[src/rtl/uart9_pkg.sv]
package uart9_pkg;
  localparam int OSR      = 16;
  localparam int MAX_BITS = 11;   // start + 8 + extra + stop
  localparam int BIT_CW   = 4;

  typedef enum logic [1:0] {RX_IDLE, RX_START, RX_BITS, RX_STOP} rx_st_t;

  function automatic logic [BIT_CW-1:0] data_bits(input logic seven);
    return seven ? BIT_CW'(7) : BIT_CW'(8);
  endfunction
endpackage

[src/rtl/uart9_cfg.sv]
module uart9_cfg (
  input  logic       clk,
  input  logic       rst_n,
  input  logic       we,
  input  logic [3:0] div_sel_in,
  input  logic       seven_in,
  input  logic       xen_in,
  output logic [3:0] div_sel,
  output logic       seven,
  output logic       xen
);
  always_ff @(posedge clk or negedge rst_n) begin
    if (!rst_n) begin
      div_sel <= '0;
      seven   <= 1'b0;
      xen     <= 1'b0;
    end else if (we) begin
      div_sel <= div_sel_in;
      seven   <= seven_in;
      xen     <= xen_in;
    end
  end
endmodule

[src/rtl/uart9_baud.sv]
module uart9_baud #(
  parameter int PRESCALE = 1
) (
  input  logic       clk,
  input  logic       rst_n,
  input  logic [3:0] sel,
  output logic       tick
);
  localparam int CW = $clog2(16 * PRESCALE + 1);
  logic [CW-1:0] cnt;
  logic [CW-1:0] limit;

  assign limit = CW'((int'(sel) + 1) * PRESCALE - 1);
  assign tick  = (cnt >= limit);

  always_ff @(posedge clk or negedge rst_n) begin
    if (!rst_n)    cnt <= '0;
    else if (tick) cnt <= '0;
    else           cnt <= cnt + 1'b1;
  end
endmodule

[src/rtl/uart9_tx.sv]
module uart9_tx
  import uart9_pkg::*;
(
  input  logic       clk,
  input  logic       rst_n,
  input  logic       tick,
  input  logic       seven,
  input  logic       xen,
  input  logic       valid,
  output logic       ready,
  input  logic [7:0] data,
  input  logic       xbit,
  output logic       txd
);
  logic                    busy;
  logic [MAX_BITS-2:0]     sh;
  logic [BIT_CW-1:0]       left;
  logic [3:0]              sub;
  logic [MAX_BITS-1:0]     frame;
  logic [BIT_CW-1:0]       nbits;

  always_comb begin
    frame    = '1;
    frame[0] = 1'b0;
    for (int i = 0; i < 8; i++)
      if (i < int'(data_bits(seven))) frame[1+i] = data[i];
    if (xen) frame[1 + int'(data_bits(seven))] = xbit;
    nbits = data_bits(seven) + BIT_CW'(2) + BIT_CW'(xen);
  end

  assign ready = !busy;

  always_ff @(posedge clk or negedge rst_n) begin
    if (!rst_n) begin
      busy <= 1'b0;
      sh   <= '1;
      left <= '0;
      sub  <= '0;
      txd  <= 1'b1;
    end else if (!busy) begin
      if (valid) begin
        busy <= 1'b1;
        txd  <= 1'b0;
        sh   <= frame[MAX_BITS-1:1];
        left <= nbits - 1'b1;
        sub  <= '0;
      end
    end else if (tick) begin
      sub <= sub + 1'b1;
      if (sub == 4'(OSR - 1)) begin
        if (left == '0) begin
          busy <= 1'b0;
          txd  <= 1'b1;
        end else begin
          txd  <= sh[0];
          sh   <= {1'b1, sh[MAX_BITS-2:1]};
          left <= left - 1'b1;
        end
      end
    end
  end
endmodule

[src/rtl/uart9_rx.sv]
module uart9_rx
  import uart9_pkg::*;
(
  input  logic       clk,
  input  logic       rst_n,
  input  logic       tick,
  input  logic       seven,
  input  logic       xen,
  input  logic       rxd,
  output logic       done,
  output logic [7:0] word,
  output logic       xbit,
  output logic       ferr
);
  rx_st_t            st;
  logic [1:0]        sync;
  logic              line;
  logic [3:0]        sub;
  logic [BIT_CW-1:0] idx;
  logic [8:0]        buf_q;
  logic [BIT_CW-1:0] nrx;

  assign line = sync[1];
  assign nrx  = data_bits(seven) + BIT_CW'(xen);

  always_comb begin
    word = buf_q[7:0];
    if (seven) word[7] = 1'b0;
    xbit = xen ? buf_q[data_bits(seven)] : 1'b0;
  end

  always_ff @(posedge clk or negedge rst_n) begin
    if (!rst_n) begin
      sync  <= 2'b11;
      st    <= RX_IDLE;
      sub   <= '0;
      idx   <= '0;
      buf_q <= '0;
      done  <= 1'b0;
      ferr  <= 1'b0;
    end else begin
      sync <= {sync[0], rxd};
      done <= 1'b0;
      if (tick) begin
        unique case (st)
          RX_IDLE: if (!line) begin
            st  <= RX_START;
            sub <= '0;
          end
          RX_START: begin
            sub <= sub + 1'b1;
            if (sub == 4'(OSR/2 - 1)) begin
              sub   <= '0;
              idx   <= '0;
              buf_q <= '0;
              st    <= line ? RX_IDLE : RX_BITS;
            end
          end
          RX_BITS: begin
            sub <= sub + 1'b1;
            if (sub == 4'(OSR - 1)) begin
              buf_q[idx] <= line;
              idx        <= idx + 1'b1;
              if (idx == nrx - 1'b1) st <= RX_STOP;
            end
          end
          RX_STOP: begin
            sub <= sub + 1'b1;
            if (sub == 4'(OSR - 1)) begin
              ferr <= !line;
              done <= 1'b1;
              st   <= RX_IDLE;
            end
          end
          default: st <= RX_IDLE;
        endcase
      end
    end
  end
endmodule

[src/rtl/uart9_framer.sv]
module uart9_framer #(
  parameter int PRESCALE = 1
) (
  input  logic       clk,
  input  logic       rst_n,
  input  logic       cfg_we,
  input  logic [3:0] cfg_div_sel,
  input  logic       cfg_seven,
  input  logic       cfg_xen,
  input  logic       tx_valid,
  output logic       tx_ready,
  input  logic [7:0] tx_data,
  input  logic       tx_xbit,
  output logic       txd,
  input  logic       rxd,
  output logic       rx_valid,
  input  logic       rx_ready,
  output logic [7:0] rx_data,
  output logic       rx_xbit,
  output logic       rx_ferr
);
  logic [3:0] div_q;
  logic       seven_q;
  logic       xen_q;
  logic       tick;
  logic       rdone;
  logic [7:0] rword;
  logic       rxb;
  logic       rfe;

  uart9_cfg u_cfg (
    .clk(clk), .rst_n(rst_n), .we(cfg_we),
    .div_sel_in(cfg_div_sel), .seven_in(cfg_seven), .xen_in(cfg_xen),
    .div_sel(div_q), .seven(seven_q), .xen(xen_q)
  );

  uart9_baud #(.PRESCALE(PRESCALE)) u_baud (
    .clk(clk), .rst_n(rst_n), .sel(div_q), .tick(tick)
  );

  uart9_tx u_tx (
    .clk(clk), .rst_n(rst_n), .tick(tick), .seven(seven_q), .xen(xen_q),
    .valid(tx_valid), .ready(tx_ready), .data(tx_data), .xbit(tx_xbit),
    .txd(txd)
  );

  uart9_rx u_rx (
    .clk(clk), .rst_n(rst_n), .tick(tick), .seven(seven_q), .xen(xen_q),
    .rxd(rxd), .done(rdone), .word(rword), .xbit(rxb), .ferr(rfe)
  );

  always_ff @(posedge clk or negedge rst_n) begin
    if (!rst_n) begin
      rx_valid <= 1'b0;
      rx_data  <= '0;
      rx_xbit  <= 1'b0;
      rx_ferr  <= 1'b0;
    end else begin
      if (rx_valid && rx_ready) rx_valid <= 1'b0;
      if (rdone && (!rx_valid || rx_ready)) begin
        rx_valid <= 1'b1;
        rx_data  <= rword;
        rx_xbit  <= rxb;
        rx_ferr  <= rfe;
      end
    end
  end
endmodule

[config.mk]
export PLATFORM = sky130hd
export DESIGN_NAME = uart9_framer
export DESIGN_NICKNAME = d
export VERILOG_FILES = /design/src/rtl/uart9_pkg.sv /design/src/rtl/uart9_cfg.sv /design/src/rtl/uart9_baud.sv /design/src/rtl/uart9_tx.sv /design/src/rtl/uart9_rx.sv /design/src/rtl/uart9_framer.sv
export SDC_FILE = /design/constraint.sdc
export NUM_CORES = 1
export LEC_CHECK = 0
export BUFFER_PORTS_ARGS = -buffer_cell sky130_fd_sc_hd__buf_2
export CORE_ASPECT_RATIO = 0.75
export CORE_UTILIZATION = 59
export CTS_CLUSTER_SIZE = 10
export DETAILED_ROUTE_END_ITERATION = 7
export PLACE_DENSITY = 0.83
export SETUP_SLACK_MARGIN = 0.3
export SLEW_MARGIN = 15
export SYNTH_ARGS = -nofsm -noshare
export SYNTH_HDL_FRONTEND = slang
export SYNTH_SLANG_ARGS = --single-unit
[constraint.sdc]
create_clock -name clk -period 2.5 [get_ports clk]
set_input_delay 0.25 -clock clk [delete_from_list [all_inputs] [get_ports clk]]
set_output_delay 0.25 -clock clk [all_outputs]
set_load 0.01 [all_outputs]
==> summary.txt <==
Floorplanning
  • Row cnt: 23
  • Core Region: 5410 µm²
  • Chip width: 89.0 µm
  • Die height: 67.2 µm
  • Initial Util: 61.9%
  • Full die area: 5980 µm²
  • I/O pin count: 34

Worst setup path
  • Cells along the critical path: ha_1 > o21ai_0 > and2_2 > or3_4 > or4_1 > nand3_1
  • Reg-to-reg slack, setup: 0.35 ns
  • Worst path top cell family by delay: simple AND/OR/NAND/NOR gates
  • Reg2reg path depth: 6
  • Max incr delay on CP: 0.48 ns
  • Reg2reg end: u_tx.left[2]$_DFFE_PN0P_
  • CP Capture Type: flop
  • Worst endpoint required time: 2.79 ns
  • Crit-path max FO: 9
  • Worst path slowest cell: or4_1
  • Kind of critical path: reg2reg
  • Worst path depth: 6
  • Critical path buffers and inverters: 0
  • Crit path DAT: 2.43 ns
  • Startpoint types: flop
  • Launching point of the worst reg2reg path: u_baud.cnt[3]$_DFF_PN0_

Synthesis
  • Main combinational cell family by area after synthesis: simple AND/OR/NAND/NOR gates
  • Cell taking the most area after synthesis: dfrtp_1
  • EDFF count, synth: 0
  • Post-synth top cells: dfrtp_1 (52), nand2_1 (51), nand3_1 (25)
  • Adder-Cell Fraction of Synth Area: 7.47%
  • Synth Instances: 345
  • Average instance area after synthesis: 9.70 µm²
  • Compound-Gate Fraction of Synth Area: 13.6%
  • Xor and xnor area share after synthesis: 1.83%
  • YS warnings: 0
  • Post-Synthesis Cell Area: 3350 µm²
  • Post-synthesis sequential area ratio: 48.3%
  • Count leader, synth: dfrtp_1
  • Seq cells post-synth: 64
  • Post-Syn Nets: 386
  • Async SR Flop Fraction: 100%
  • Simple-Gate Fraction of Synth Area: 20.9%
  • Main synth FF type: dfrtp_1
  • Yosys top cell area share: 38.9%
  • Top post-synthesis cells by area: dfrtp_1 (39%), dfstp_2 (9.4%), ha_1 (7.5%)
  • Mux contribution to synthesized area: 4.26%
  • Number of library cell types mapped by synthesis: 51

Timing
  • Worst Max-Slew Pin Slew: 0.684 ns
  • Setup violations, final: 0
  • Rel. slew slack: 54.4%
  • Final Critical Period: 2.15 ns
  • Unrepaired setup endpoints after global routing: no
  • Fin crit share: 85.9%
  • Total negative slack: 0 ns
  • Final slew viol count: 0
  • Worst clock skew: 0.00856 ns
  • Final setup margin: 0.354 ns
  • Fmax: 466 MHz
  • Final hold viol count: 0

Hold path
  • Min-delay worst type: in2reg
  • Min-delay src: cfg_div_sel[2]
  • Worst hold endpoint: u_cfg.div_sel[2]$_DFFE_PN0P_
  • Hold depth: 3

Global routing
  • First-pass GRT wire length: 11.7 mm
  • Vias in the first global route: 2586
  • GRT Total Usage: 26.5%
  • Pin count of the biggest net entering global routing: 37
  • Initial antenna violation count: 0
  • Global route overflow: 0

Layout
  • Area added between synthesis and finish: 16.8%
  • Final #Nets: 430
  • Final Cell Area: 3910 µm²
  • Layout cells sized above 1: 23.1%
  • Antenna Cells: 0
  • Non-filler instance count after layout: 469
  • Fillers: 404
  • Final Core Density: 72.3%

Power and ir drop
  • Clock network fraction of total power: 25.7%
  • Pwr dens: 944 nW/µm²
  • Sequential power share: 40.8%
  • Switching portion of total power: 36.5%
  • Int Pwr: 0.00234 W
  • Max VDD drop: 0.000611 V
  • Sw Pwr: 0.00135 W
  • Leakage: 1.82 nW
  • Comb pwr share: 33.6%

Routing
  • Vias post-DR: 2771
  • Final Routed Wirelength: 7.14 mm
  • DRC viols: 0
  • Via density: 5.91
  • Routed Antenna Nets: 0
  • Initial DRC Count: 218
  • Routed WL per cell: 15.2 µm
  • Initial DRT Pass Iterations: 6

Clock tree
  • Worst-skew pair later-pin latency: 0.35 ns
  • Total CTS buffers: 9
  • CTS tree: built
  • Clk slew on worst S/H paths: 0.07 ns
  • CTS Root Cell: clkbuf_8
  • Clock Sinks: 64
  • Clk buf depth: 2
  • Htree depth: 3

Place
  • I/O Buffers: 33
  • Pre-CTS worst setup slack: 0.206 ns
  • Placed insts: 445
  • RD Place Congestion: 0.872
  • Post-DP HPWL: 4.83 mm
  • Placed Area: 3600 µm²

Status
  • Status: completed

Flow run
  • Max-Cap Viols: 0
state kept, by name, indices dropped and copies added, names as in the netlist, 5 cells and up, named ones only:
signal      count
rx_data         8
u_baud.cnt      5
u_rx.buf_q      9
u_tx.sh         9
how the worst max path moves through the flow:
stage	startpoint	end	slack, ns
CTS	u_baud.cnt[0]$_DFF_PN0_	u_tx.left[2]$_DFFE_PN0P_	0.30
global placement	u_baud.cnt[0]$_DFF_PN0_	u_tx.left[1]$_DFFE_PN0P_	0.32
floorplan	u_baud.cnt[0]$_DFF_PN0_	u_tx.left[2]$_DFFE_PN0P_	0.55
detailed placement	u_baud.cnt[0]$_DFF_PN0_	u_tx.sh[2]$_DFFE_PN1P_	0.21
finish	u_baud.cnt[3]$_DFF_PN0_	u_tx.left[2]$_DFFE_PN0P_	0.35
global route	u_baud.cnt[3]$_DFF_PN0_	u_tx.left[2]$_DFFE_PN0P_	0.30
power by group through the flow:
stage	logic (W)	registers (W)	clock network (W)
floorplan	0.000889	0.00147	0
global placement	0.00110	0.00150	0
detailed placement	0.00116	0.00152	0
CTS	0.00118	0.00150	0.000967
global route	0.00139	0.00153	0.00101
finish	0.00124	0.00151	0.000949
through the flow:
step	hold slack, ns	total power, W
floorplan	-0.0456	0.00236
global placement	0.320	0.00260
detailed placement	0.327	0.00267
CTS	0.0873	0.00365
global route	0.0936	0.00394
finish	0.0998	0.00369
worst reg2reg max path: stages (launching register included):
cell,delay (ns)
dfrtp_1,0.42
ha_1,0.29
o21ai_0,0.09
and2_2,0.25
or3_4,0.45
or4_1,0.49
nand3_1,0.10
final cells by class:
class | count | area (µm²) | area share, %
Tap cell | 75 | 93.8 | 2.40
Clock buffer | 11 | 151 | 3.87
Sequential cell | 64 | 1620 | 41.3
Timing Repair Buffer | 46 | 293 | 7.49
Clock inverter | 5 | 62.6 | 1.60
Multi-Input combinational cell | 249 | 1620 | 41.5
Inverter | 19 | 71.3 | 1.82
per-layer routing:
metal,GRT usage [%],wire (µm),vias up
li1,-,-,1320
met2,41.6,3310,88
met1,35.6,3380,1343
met3,8.44,338,20
met4,7.74,116,0
met5,0,0,-
cells in the final DEF (no fill, tap or decap), drive strengths merged, types with 6 or more instances in the layout:
cell type | Yosys | layout
nor2 | 24 | 24
nand2 | 51 | 51
ha | 20 | 20
or3 | 7 | 7
a221oi | 7 | 7
nor3 | 22 | 22
mux2 | 10 | 10
buf | 5 | 44
a21oi | 7 | 7
clkbuf | 8 | 11
nand3 | 25 | 25
dfstp | 12 | 12
nor2b | 6 | 6
o21ai | 16 | 16
o31ai | 7 | 7
inv | 19 | 21
dfrtp | 52 | 52
timing repair:
item                       4_1_cts  5_1_grt
resized for setup                1        2
cloned                           0        0
buffers inserted                 0        6
hold buffers                     2        0
hold endpoints to repair        27        0
setup endpoints to repair       10       10
pin swaps                        0        2
cells by family (layout without fill, tap and decap cells):
| group | Yosys count | after routing |
|---|---|---|
| xor+xnor | 7 | 7 |
| simple gates | 147 | 147 |
| flops | 64 | 64 |
| buf+inv | 32 | 81 |
| fa+ha+maj | 20 | 20 |
| compound gates | 62 | 62 |
| mux | 13 | 13 |
Note: power is estimated with default switching activity, not from simulation.
